[config.mk]
export PLATFORM = sky130hd
export DESIGN_NAME = adc_frame_reader
export DESIGN_NICKNAME = d
export VERILOG_FILES = /design/src/rtl/adcrd_pkg.sv /design/src/rtl/adcrd_half_timer.sv /design/src/rtl/adcrd_seq.sv /design/src/rtl/adcrd_capture.sv /design/src/rtl/adc_frame_reader.sv
export SDC_FILE = /design/constraint.sdc
export NUM_CORES = 1
export LEC_CHECK = 0
export ABC_AREA = 1
export BUFFER_PORTS_ARGS = -buffer_cell sky130_fd_sc_hd__buf_2
export CORE_ASPECT_RATIO = 0.75
export CORE_MARGIN = 1
export CORE_UTILIZATION = 60
export CTS_CLUSTER_SIZE = 30
export DETAILED_ROUTE_END_ITERATION = 8
export GPL_TIMING_DRIVEN = 0
export PLACE_DENSITY = 0.83
export SLEW_MARGIN = 20
export SYNTH_ARGS = -nofsm -noshare
export SYNTH_HDL_FRONTEND = slang
export SYNTH_SLANG_ARGS = --single-unit
export TNS_END_PERCENT = 10
[constraint.sdc]
create_clock -name clk -period 3.99 [get_ports clk]
set_clock_uncertainty 0.15 [all_clocks]
set_input_delay 0 -clock clk [delete_from_list [all_inputs] [get_ports clk]]
set_output_delay 0 -clock clk [all_outputs]
set_load 0.01 [all_outputs]
[src/rtl/adcrd_pkg.sv]
// Shared definitions for the serial ADC frame reader.
package adcrd_pkg;
    // Sequencer states: idle, chip-select setup, clock high, clock low, and the
    // chip-select-high gap that follows a frame.
    typedef enum logic [2:0] {
        ST_IDLE  = 3'd0,
        ST_SETUP = 3'd1,
        ST_HIGH  = 3'd2,
        ST_LOW   = 3'd3,
        ST_GAP   = 3'd4
    } rd_state_t;
endpackage

[src/rtl/adcrd_half_timer.sv]
// Half-period timer for the serial clock.
// What it does: while `run` is high it pulses `tick` once every H cycles, with
//   H = max(half_div+1, MIN_HALF). The count restarts from zero whenever run
//   has been low.
// Assumes: half_div is static for the duration of a frame.
module adcrd_half_timer #(
    parameter int DIV_W    = 8,
    parameter int MIN_HALF = 9
) (
    input  logic             clk,
    input  logic             rst_n,
    input  logic             run,
    input  logic [DIV_W-1:0] half_div,
    output logic             tick
);
    localparam logic [DIV_W-1:0] FLOOR = DIV_W'(MIN_HALF - 1);

    logic [DIV_W-1:0] limit;
    logic [DIV_W-1:0] cnt;

    // Raise a too-short programmed half-period to the timing floor.
    always_comb limit = (half_div < FLOOR) ? FLOOR : half_div;

    assign tick = run && (cnt >= limit);

    // Count system cycles within the current half-period.
    always_ff @(posedge clk) begin
        if (!rst_n || !run || cnt >= limit) begin
            cnt <= '0;
        end else begin
            cnt <= cnt + 1'b1;
        end
    end
endmodule

[src/rtl/adcrd_seq.sv]
// Frame sequencer.
// What it does: drives sclk, cs_n and oe_n through setup, clock pulses and
//   gap. It numbers the rising edges and flags frame starts (frame_go) and
//   rising edges (rise_go) in the cycle before they show on the pins.
// Assumes: tick comes from a half-period timer that runs whenever `run` is high.
module adcrd_seq
    import adcrd_pkg::*;
#(
    parameter int LEAD     = 4,
    parameter int DATA_W   = 8,
    parameter int LONG_LEN = 16,
    parameter int EW       = 5
) (
    input  logic          clk,
    input  logic          rst_n,
    input  logic          start,
    input  logic          cont_en,
    input  logic          frame_long,
    input  logic          tick,
    output logic          run,
    output logic          sclk,
    output logic          cs_n,
    output logic          oe_n,
    output logic          frame_go,
    output logic          rise_go,
    output logic [EW-1:0] rise_idx
);
    localparam int SHORT_LEN = LEAD + DATA_W;

    rd_state_t     state;
    logic [EW-1:0] edge_cnt;
    logic [EW-1:0] last_edge;
    logic          cont_q;
    logic          long_q;
    logic          at_last;
    logic          relaunch;

    assign last_edge = long_q ? EW'(LONG_LEN) : EW'(SHORT_LEN);
    assign at_last   = (edge_cnt == last_edge);
    assign relaunch  = (state == ST_HIGH) && tick && at_last && cont_q && cont_en;
    assign frame_go  = ((state == ST_IDLE) && (start || cont_en)) || relaunch;
    assign rise_go   = tick && ((state == ST_SETUP) || (state == ST_LOW));
    assign rise_idx  = edge_cnt + EW'(1);
    assign run       = (state != ST_IDLE);

    // Step through the frame and drive the link pins.
    always_ff @(posedge clk) begin
        if (!rst_n) begin
            state    <= ST_IDLE;
            sclk     <= 1'b0;
            cs_n     <= 1'b1;
            oe_n     <= 1'b1;
            edge_cnt <= '0;
            cont_q   <= 1'b0;
            long_q   <= 1'b0;
        end else begin
            case (state)
                ST_IDLE: begin
                    if (start || cont_en) begin
                        state    <= ST_SETUP;
                        cs_n     <= 1'b0;
                        oe_n     <= 1'b0;
                        edge_cnt <= '0;
                        cont_q   <= cont_en;
                        long_q   <= cont_en | frame_long;
                    end
                end
                ST_SETUP, ST_LOW: begin
                    if (tick) begin
                        sclk     <= 1'b1;
                        edge_cnt <= rise_idx;
                        state    <= ST_HIGH;
                        if (cont_q && rise_idx == EW'(LONG_LEN)) begin
                            cs_n <= 1'b1;
                        end
                    end
                end
                ST_HIGH: begin
                    if (tick) begin
                        sclk <= 1'b0;
                        if (!at_last) begin
                            state <= ST_LOW;
                        end else if (relaunch) begin
                            cs_n     <= 1'b0;
                            edge_cnt <= '0;
                            state    <= ST_SETUP;
                        end else begin
                            cs_n  <= 1'b1;
                            oe_n  <= 1'b1;
                            state <= ST_GAP;
                        end
                    end
                end
                ST_GAP: begin
                    if (tick) begin
                        state <= ST_IDLE;
                    end
                end
                default: state <= ST_IDLE;
            endcase
        end
    end
endmodule

[src/rtl/adcrd_capture.sv]
// Result capture.
// What it does: on the rising edges numbered LEAD+1 .. LEAD+DATA_W it shifts
//   sdi in MSB first. On the last of those edges it loads the result and its
//   format flag and raises a one-cycle valid.
// Assumes: sdi is stable around the rising edge. The converter changes it half
//   a serial period earlier.
module adcrd_capture #(
    parameter int LEAD   = 4,
    parameter int DATA_W = 8,
    parameter int EW     = 5
) (
    input  logic              clk,
    input  logic              rst_n,
    input  logic              rise_go,
    input  logic [EW-1:0]     rise_idx,
    input  logic              sdi,
    input  logic              fmt_in,
    output logic [DATA_W-1:0] result,
    output logic              result_valid,
    output logic              result_fmt
);
    localparam int FIRST = LEAD + 1;
    localparam int LAST  = LEAD + DATA_W;

    logic [DATA_W-1:0] shreg;
    logic [DATA_W-1:0] shifted;
    logic              in_window;
    logic              at_lsb;

    assign shifted   = {shreg[DATA_W-2:0], sdi};
    assign in_window = rise_go && (rise_idx >= EW'(FIRST)) && (rise_idx <= EW'(LAST));
    assign at_lsb    = rise_go && (rise_idx == EW'(LAST));

    // Shift data bits and publish the byte when the last one arrives.
    always_ff @(posedge clk) begin
        if (!rst_n) begin
            shreg        <= '0;
            result       <= '0;
            result_valid <= 1'b0;
            result_fmt   <= 1'b0;
        end else begin
            result_valid <= 1'b0;
            if (in_window) begin
                shreg <= shifted;
            end
            if (at_lsb) begin
                result       <= shifted;
                result_fmt   <= fmt_in;
                result_valid <= 1'b1;
            end
        end
    end
endmodule

[src/rtl/adc_frame_reader.sv]
// Serial ADC frame reader (top).
// What it does: ties the half-period timer, the frame sequencer and the result
//   capture together. It latches the select and format inputs at every frame
//   start.
// Assumes: LONG_LEN >= LEAD_BITS + DATA_W, and the converter changes sdi on
//   falling sclk edges.
module adc_frame_reader #(
    parameter int DATA_W    = 8,
    parameter int LEAD_BITS = 4,
    parameter int LONG_LEN  = 16,
    parameter int DIV_W     = 8,
    parameter int MIN_HALF  = 9
) (
    input  logic              clk,
    input  logic              rst_n,
    input  logic              start,
    input  logic              cont_en,
    input  logic              frame_long,
    input  logic              bipolar_sel,
    input  logic              chan_sel,
    input  logic [DIV_W-1:0]  half_div,
    input  logic              sdi,
    output logic              sclk,
    output logic              cs_n,
    output logic              oe_n,
    output logic              sel_out,
    output logic [DATA_W-1:0] result,
    output logic              result_valid,
    output logic              result_bipolar
);
    localparam int EW = $clog2(LONG_LEN + 1);

    logic          run;
    logic          tick;
    logic          frame_go;
    logic          rise_go;
    logic [EW-1:0] rise_idx;
    logic          fmt_q;

    adcrd_half_timer #(
        .DIV_W    (DIV_W),
        .MIN_HALF (MIN_HALF)
    ) u_timer (
        .clk      (clk),
        .rst_n    (rst_n),
        .run      (run),
        .half_div (half_div),
        .tick     (tick)
    );

    adcrd_seq #(
        .LEAD     (LEAD_BITS),
        .DATA_W   (DATA_W),
        .LONG_LEN (LONG_LEN),
        .EW       (EW)
    ) u_seq (
        .clk        (clk),
        .rst_n      (rst_n),
        .start      (start),
        .cont_en    (cont_en),
        .frame_long (frame_long),
        .tick       (tick),
        .run        (run),
        .sclk       (sclk),
        .cs_n       (cs_n),
        .oe_n       (oe_n),
        .frame_go   (frame_go),
        .rise_go    (rise_go),
        .rise_idx   (rise_idx)
    );

    // Hold the select and format choices from frame start to frame end.
    always_ff @(posedge clk) begin
        if (!rst_n) begin
            sel_out <= 1'b0;
            fmt_q   <= 1'b0;
        end else if (frame_go) begin
            sel_out <= chan_sel;
            fmt_q   <= bipolar_sel;
        end
    end

    adcrd_capture #(
        .LEAD   (LEAD_BITS),
        .DATA_W (DATA_W),
        .EW     (EW)
    ) u_cap (
        .clk          (clk),
        .rst_n        (rst_n),
        .rise_go      (rise_go),
        .rise_idx     (rise_idx),
        .sdi          (sdi),
        .fmt_in       (fmt_q),
        .result       (result),
        .result_valid (result_valid),
        .result_fmt   (result_bipolar)
    );
endmodule

==> flow_summary_export.csv, run 1 <==
group,metric,value,unit
run_status,run_status,"completed",
pwr,power_per_cell_area,546.6,nW/um2
cells_and_area,multi_input_area,1190,um2
logic_synthesis,synth_top_cell_by_area,"dfxtp_1",
sta,post-route-period-util,0.6575,
route,drtPass1Iterations,4,
worst_setup_path,ff2ff_setup_slack,1.50,ns
cells_and_area,antenna_cells,0,
sta,fin_ws,1.367,ns
logic_synthesis,synth_cell_types,29,
placement,hpwlAfterDp,3479,um
grt,grt_max_degree,13,
logic_synthesis,synthesis.area,2186,um2
grt,use_met1,0.3830,
grt,antenna_found_initial,0,
logic_synthesis,yosys.area_share.simple,0.3520,
cells_and_area,fillers,271,
worst_setup_path,required,4.02,ns
worst_setup_path,cpPeakStageDelay,0.56,ns
die,io_pins,30,
sta,tightest_slew,0.6475,ns
sta,slew-limit-headroom,0.5638,
die,fp.dieW,71.70,um
worst_setup_path,critPathKind,"in2reg",
logic_synthesis,synth_top_area_share,0.3663,
sta,setup-tns-final,0,ns
logic_synthesis,syn_inst,307,
logic_synthesis,yosysWarnings,0,
worst_setup_path,path_common_cell,"nand2_1",
clocking,post_cts_buffers,0,
clocking,htreeDepth,2,
logic_synthesis,synth_compound_area_frac,0.07956,
die,initial_core_util,0.6470,
worst_setup_path,cp_cell_sequence,"buf_2 > nor4_1 > nand2_1 > nand2_1 > inv_1 > ha_1 > nand2_1 > nor2_1 > nor2_1 > nand2_1 > nand2_1 > nand2_1 > nand3_1 > nand2_1 > o21ai_0 > nor2_1 > dlygate4sd3_1",
worst_setup_path,r2r_end,"fmt_q$_SDFFE_PN0P_",
sta,drv_slew,0,
cells_and_area,area_growth,18.72,%
route,drc,0,
cells_and_area,seqCellArea,800.8,um2
cells_and_area,layout-drive-gt1-share,0.1567,
placement,place_ws,1.403,ns
route,drt_iter0_drc,191,
grt,met2_usage,0.4214,
hold_path,hold_path_class,"reg2reg",
placement,place_congestion,0.9496,
logic_synthesis,synth_top_family_by_area,"simple AND/OR/NAND/NOR gates",
logic_synthesis,synthMuxAreaShare,0,
worst_setup_path,cp_num_buf_inv,3,
clocking,root_buffer,"clkbuf_8",
clocking,clk_pin_slew,0.08,ns
logic_synthesis,synth_async_sr_flop_share,0,
sta,fin_hold_ws,0.3111,ns
grt,grt_busiest_layer,"met2",
logic_synthesis,synth-seq-area-share,0.3663,
grt,met3_usage,0.05525,
worst_setup_path,cpMaxStageDelayCell,"dlygate4sd3_1",
logic_synthesis,ys_seq_elements,40,
worst_setup_path,cp.arrival,2.66,ns
clocking,cts_made_buffers,5,
clocking,clock-sinks,40,
placement,io_buffer_count,28,
route,routed-via-count,2049,
placement,dp_cells,375,
clocking,clock_path_buffers,2,
worst_setup_path,r2r_cells,14,
grt,grt_pass1_wl,7900,um
pwr,p_leak,1.215,nW
logic_synthesis,synth_edf_count,0,
sta,max_freq,0.3812,GHz
logic_synthesis,syn_area_per_cell,7.120,um2
sta,rsz0062_at_grt,"false",
grt,first_global_vias,1737,
die,die_area,3891,um2
sta,period_needed,2.623,ns
route,postRouteAntennaNets,0,
worst_setup_path,crit_start,"half_div[6]",
sta,hold_violations,0,
die,die_y,54.27,um
pwr,power.total,1.418,mW
worst_setup_path,cp-end-kind,"flop",
logic_synthesis,synth_flop_cell,"dfxtp_1",
worst_setup_path,start_kind,"input port",
logic_synthesis,synth_nets,336,
logic_synthesis,synth-xor-area-share,0.03835,
pwr,peakVddDrop,380.8,uV
cells_and_area,finalNetCount,380,
logic_synthesis,synth_common_cells,"70 x nand2_1, 53 x nor2_1, 40 x dfxtp_1, 38 x inv_1, 18 x a21oi_1",
grt,grt_overflow,0,
worst_setup_path,crit_fanout,4,
grt,grt.total_usage,0.2704,
logic_synthesis,synth_most_common_cell,"nand2_1",
hold_path,hold_path_depth,2,
worst_setup_path,path_delay_family,"simple AND/OR/NAND/NOR gates",
clocking,clk_latency,0.30,ns
hold_path,whs_endpoint,"u_cap.result[2]$_SDFFE_PN0P_",
clocking,cts_tree,"yes",
sta,setup-violations-final,0,
hold_path,min-delay-start,"u_cap.result[2]$_SDFFE_PN0P_",
die,rows,18,
route,drt_wl_total,4790,um
job,max_cap_viol_count,0,
die,core_area,3378,um2
cells_and_area,finalNonFillerCells,391,
route,avgRoutedWirePerCell,12.25,um
worst_setup_path,r2r_start,"u_timer.cnt[0]$_SDFF_PP0_",
route,viasPerCell,5.240,
logic_synthesis,synth_fa_ha_area_frac,0.07441,
logic_synthesis,synthTopCellsByArea,"dfxtp_1 37%, nand2_1 12%, nor2_1 9.1%",
[placed cells by master (no fill, tap or decap), types with 2 or more instances in the layout]
cell,count
nand2_1,70
nor2_1,53
dfxtp_1,40
inv_1,38
buf_2,28
a21oi_1,18
nand3_1,17
nand4_1,16
ha_1,13
dlygate4sd3_1,9
nor3_1,5
o21ai_0,5
clkbuf_8,5
inv_2,4
xor2_2,3
o31ai_1,3
xor2_1,3
buf_6,2
clkbuf_1,2
nor2_4,2
nand2_2,2
bufinv_16,2
[area by class of cell]
cell class                 count  area share
buffer                         5     0.01446
clock buffer                   5     0.02652
clock inverter                 2     0.02314
inverter                      42     0.06075
multi-input combinational    220      0.4585
sequential                    40      0.3086
tap                           40     0.01929
timing repair buffer          37     0.08872
[cell families (layout without fill, tap and decap cells)]
kind of cell	after synthesis	after routing
xor+xnor	7	7
simple gates	171	171
fa+ha+maj	13	13
buf+inv	47	91
flops	40	40
compound gates	29	29
[sequential cells by signal (all words and copies together), names as in the netlist]
| signal | count |
|---|---|
| u_cap.result | 8 |
| u_timer.cnt | 8 |
| u_cap.shreg | 7 |
| u_seq.edge_cnt | 5 |
| u_seq.state | 3 |
| fmt_q | 1 |
| sel_out | 1 |
| u_cap.result_fmt | 1 |
| u_cap.result_valid | 1 |
| u_seq.cont_q | 1 |
| u_seq.cs_n | 1 |
| u_seq.long_q | 1 |
| u_seq.oe_n | 1 |
| u_seq.sclk | 1 |
[worst max path at each step]
stage,slack (ns),cells past startpoint,endpoint
final,1.37,17,sel_out$_SDFFE_PN0P_
after detailed placement,1.40,18,u_cap.shreg[3]$_SDFFE_PN0P_
after CTS,1.43,17,fmt_q$_SDFFE_PN0P_
after global placement,1.44,18,u_cap.shreg[2]$_SDFFE_PN0P_
after global routing,1.05,18,fmt_q$_SDFFE_PN0P_
after floorplan,1.95,16,u_cap.result[1]$_SDFFE_PN0P_
[worst min-delay path: cells and delay by family, from the launching register on]
family / cells / cell delay, ns
AO/OA/AOI/OAI: 1 / 0.05
AND/OR/NAND/NOR: 1 / 0.06
flip-flops: 1 / 0.31
[routing by layer]
metal  vias up  wire (um)
met5         -          0
met4         0         48
met3         5        260
met2        56       1967
met1       911       2514
li1       1077          -
[stage by stage]
step                      cell area (um2)  utilization
after CTS                            2595       0.7681
after detailed placement             2376       0.7033
final                                2595       0.7681
after global routing                 2595       0.7681
after floorplan                      2186            -
after global placement               2376       0.7033
[power by group]
group / switching [mW] / internal (mW)
Sequential: 0.0529 / 0.453
Combinational: 0.351 / 0.174
Clock: 0.141 / 0.246
Total: 0.545 / 0.873
[timing repair]
action	4_1_cts	5_1_grt
resized for setup	0	0
hold endpoints to repair	17	0
hold buffers	9	0
Power figures use the tool's default switching activity.
==> run 2, diff against run 1 <==
--- a/config.mk
+++ b/config.mk
@@ -5,15 +5,15 @@
 export SDC_FILE = /design/constraint.sdc
 export NUM_CORES = 1
 export LEC_CHECK = 0
-export ABC_AREA = 1
+export ABC_AREA = 0
 export BUFFER_PORTS_ARGS = -buffer_cell sky130_fd_sc_hd__buf_2
 export CORE_ASPECT_RATIO = 0.75
 export CORE_MARGIN = 1
-export CORE_UTILIZATION = 60
+export CORE_UTILIZATION = 51
 export CTS_CLUSTER_SIZE = 30
 export DETAILED_ROUTE_END_ITERATION = 8
 export GPL_TIMING_DRIVEN = 0
-export PLACE_DENSITY = 0.83
+export PLACE_DENSITY = 0.75
 export SLEW_MARGIN = 20
 export SYNTH_ARGS = -nofsm -noshare
 export SYNTH_HDL_FRONTEND = slang
==> constraint.sdc (replaced) <==
create_clock -name clk -period 2.3 [get_ports clk]
set_clock_uncertainty 0.15 [all_clocks]
set_input_delay 0 -clock clk [delete_from_list [all_inputs] [get_ports clk]]
set_output_delay 0 -clock clk [all_outputs]
set_load 0.01 [all_outputs]
==> run 2 against run 1 <==
  * Register-to-register slack got worse by 1.4 ns
  * Sequential share of layout area decreased by 1.0 points
  * Area after synthesis decreased by 3.8%
  * Clock power increased by 51%
  * Synthesized cell count decreased by 23%
  * Clock-buffer cell count unchanged
  * Sequential power increased by 42%
  * Largest power group is now registers
  * Via count decreased by 9.4%
  * Die area increased by 13%
  * Cell count decreased by 13%
  * Global-route usage decreased by 5.5 points
  * Combinational power decreased by 70%
==> flow_summary_export.csv, run 2 <==
group,metric,value,unit
logic_synthesis,synth_top_cell_by_area,"dfxtp_1",
sta,slew-limit-headroom,0.6459,
hold_path,hold_path_class,"in2reg",
route,drt_wl_total,4622,um
pwr,p_sw,349.5,uW
die,io_pins,30,
pwr,power_per_cell_area,534.1,nW/um2
grt,grt.total_usage,0.2159,
clocking,cts_made_buffers,5,
grt,grt_busiest_layer,"met2",
placement,io_buffer_count,29,
pwr,netSwitchingFraction,0.2396,
cells_and_area,finalNetCount,316,
pwr,p_seq_frac,0.491,
logic_synthesis,synth_compound_area_frac,0.1041,
route,drt_iter0_drc,66,
placement,place_area,2328,um2
logic_synthesis,synth_async_sr_flop_share,0,
logic_synthesis,synth-xor-area-share,0.04164,
pwr,clockPowerShare,0.400,
worst_setup_path,cp-end-kind,"flop",
die,initial_core_util,0.5530,
logic_synthesis,syn_area_per_cell,8.950,um2
logic_synthesis,syn_inst,235,
pwr,combinationalPowerShare,0.109,
grt,use_met1,0.2912,
clocking,root_buffer,"clkbuf_8",
placement,place_ws,-0.5251,ns
grt,first_global_vias,1738,
pwr,power.total,1.459,mW
logic_synthesis,synthTopCellsByArea,"dfxtp_1 38%, mux2i_1 10%, ha_1 7.7%",
sta,hold_violations,0,
sta,drv_slew,0,
sta,post-route-period-util,0.9758,
cells_and_area,antenna_cells,0,
sta,fin_ws,0.05567,ns
logic_synthesis,synth-seq-area-share,0.3807,
logic_synthesis,ys_seq_elements,40,
clocking,htreeDepth,2,
cells_and_area,reg_top3,"u_cap.result: 8 flops, u_timer.cnt: 8 flops, u_cap.shreg: 7 flops",
logic_synthesis,yosys.area_share.simple,0.2481,
sta,setup-tns-final,0,ns
clocking,clk_latency,0.29,ns
logic_synthesis,synth_top_area_share,0.3807,
worst_setup_path,critPathKind,"reg2reg",
route,viasPerCell,5.459,
grt,met3_usage,0.04567,
clocking,clk_pin_slew,0.09,ns
route,drc,0,
sta,tightest_slew,0.5311,ns
cells_and_area,area_growth,29.86,%
clocking,clock_path_buffers,2,
logic_synthesis,synth_common_cells,"40 x dfxtp_1, 28 x nand2_1, 22 x mux2i_1, 19 x nor2_1, 14 x nor2b_1",
worst_setup_path,r2r_start,"u_seq.edge_cnt[0]$_SDFFE_PN0P_",
die,die_area,4388,um2
sta,setup-violations-final,0,
route,avgRoutedWirePerCell,13.59,um
route,postRouteAntennaNets,0,
logic_synthesis,synth_fa_ha_area_frac,0.07733,
worst_setup_path,crit_start,"u_seq.edge_cnt[0]$_SDFFE_PN0P_",
grt,grt_pass1_wl,7507,um
logic_synthesis,synth_top_family_by_area,"simple AND/OR/NAND/NOR gates",
clocking,cts_tree,"yes",
worst_setup_path,start_kind,"flop",
route,routed-via-count,1856,
pwr,peakVddDrop,405.7,uV
logic_synthesis,synthMuxAreaShare,0.1101,
route,drtPass1Iterations,4,
clocking,clock-sinks,40,
die,rows,19,
die,fp.dieW,76.16,um
sta,period_needed,2.244,ns
worst_setup_path,crit_fanout,6,
hold_path,min-delay-start,"half_div[7]",
sta,rsz0062_at_grt,"true",
logic_synthesis,synth_nets,264,
placement,place_congestion,0.8550,
logic_synthesis,yosysWarnings,0,
die,die_y,57.62,um
worst_setup_path,required,2.35,ns
sta,fin_hold_ws,0.2624,ns
logic_synthesis,synth_most_common_cell,"dfxtp_1",
grt,met2_usage,0.3468,
grt,grt_max_degree,15,
pwr,p_int,1.109,mW
worst_setup_path,cp.arrival,2.29,ns
run_status,run_status,"completed",
grt,antenna_found_initial,0,
logic_synthesis,synth_cell_types,45,
cells_and_area,stdcell_area,2731,um2
cells_and_area,layout_commonest_cell,"dfxtp_1",
placement,hpwlAfterDp,3178,um
die,core_area,3804,um2
sta,max_freq,0.4456,GHz
logic_synthesis,synthesis.area,2103,um2
cells_and_area,layout-drive-gt1-share,0.2778,
job,max_cap_viol_count,0,
logic_synthesis,synth_edf_count,0,
cells_and_area,fillers,284,
grt,grt_overflow,0,
logic_synthesis,synth_flop_cell,"dfxtp_1",
cells_and_area,final_cell_mix,"33 x dfxtp_1, 28 x nand2_1, 28 x buf_2",
pwr,p_leak,1.166,nW
-- run 2: cell types whose count changed after synthesis, moves of 4 or more --
| cell | delta |
|---|---|
| nand2_1 | -42 |
| nor2_1 | -34 |
| inv_1 | -30 |
| mux2i_1 | +22 |
| nand4_1 | -14 |
| nor2b_1 | +14 |
| a21oi_1 | -13 |
| nand2b_1 | +6 |
| clkbuf_1 | +4 |
| inv_2 | -4 |
| nand3_1 | -4 |
-- run 2: cell type report --
class                   instances  area (um2)  area share
multi-input cells             178        1350      0.4943
clock inverters                 3       47.55     0.01741
clock buffers                   5       68.82     0.02519
inverters                       8       30.03     0.01099
plain buffers                   9       50.05     0.01832
flip-flops and latches         40       814.5      0.2982
repair buffers                 45       305.3      0.1118
well taps                      52       65.06     0.02382
-- run 2: layer usage --
metal	share of wire	vias to the layer above
li1	-	920
met1	0.48	863
met2	0.44	62
met3	0.062	11
met4	0.017	0
met5	0	-
-- run 2: per-stage QoR --
step,util,std cells
finish,0.7181,340
global route,0.7181,340
CTS,0.6711,335
detailed placement,0.6122,316
global placement,0.6122,316
floorplan,-,235
-- run 2: power by group through the flow --
stage / clock, mW / sequential (mW) / combinational (mW)
after global placement: 0 / 0.733 / 0.118
after CTS: 0.591 / 0.716 / 0.135
after floorplan: 0 / 0.732 / 0.0782
after detailed placement: 0 / 0.732 / 0.121
final: 0.584 / 0.716 / 0.158
after global routing: 0.619 / 0.718 / 0.174
-- run 2: logic make-up after synthesis --
group                      count (synthesis)
and+or+nand+nor                          102
DFF                                       40
AOI/OAI and AO/OA                         30
muxes                                     23
buffers and inverters                     17
adders and majority gates                 13
xor gates and xnor gates                  10
-- run 2: worst paths after layout --
check | to | slack (ns) | cells after the start
max | u_cap.result_fmt$_SDFFE_PN0P_ | 0.06 | 7
min | u_seq.cs_n$_SDFFE_PN1P_ | 0.26 | 7
max reg2reg | u_cap.result_fmt$_SDFFE_PN0P_ | 0.06 | 7
min reg2reg | u_timer.cnt[0]$_SDFF_PP0_ | 0.30 | 1
-- run 2: timing repair --
action,CTS,global route
pin swaps,2,7
setup buffers,3,4
endpoints found under the setup margin,33,33
hold buffers,8,0
endpoints found under the hold margin,9,0
gates cloned,0,1
resized for setup,2,35
-- run 2: critical path, cell delays in order (launching register included) --
cell      delay, ns
dfxtp_4        0.37
ha_2           0.20
xnor2_2        0.17
or4b_4         0.53
a211oi_4       0.28
buf_4          0.21
mux2i_1        0.19
nor2b_1        0.06
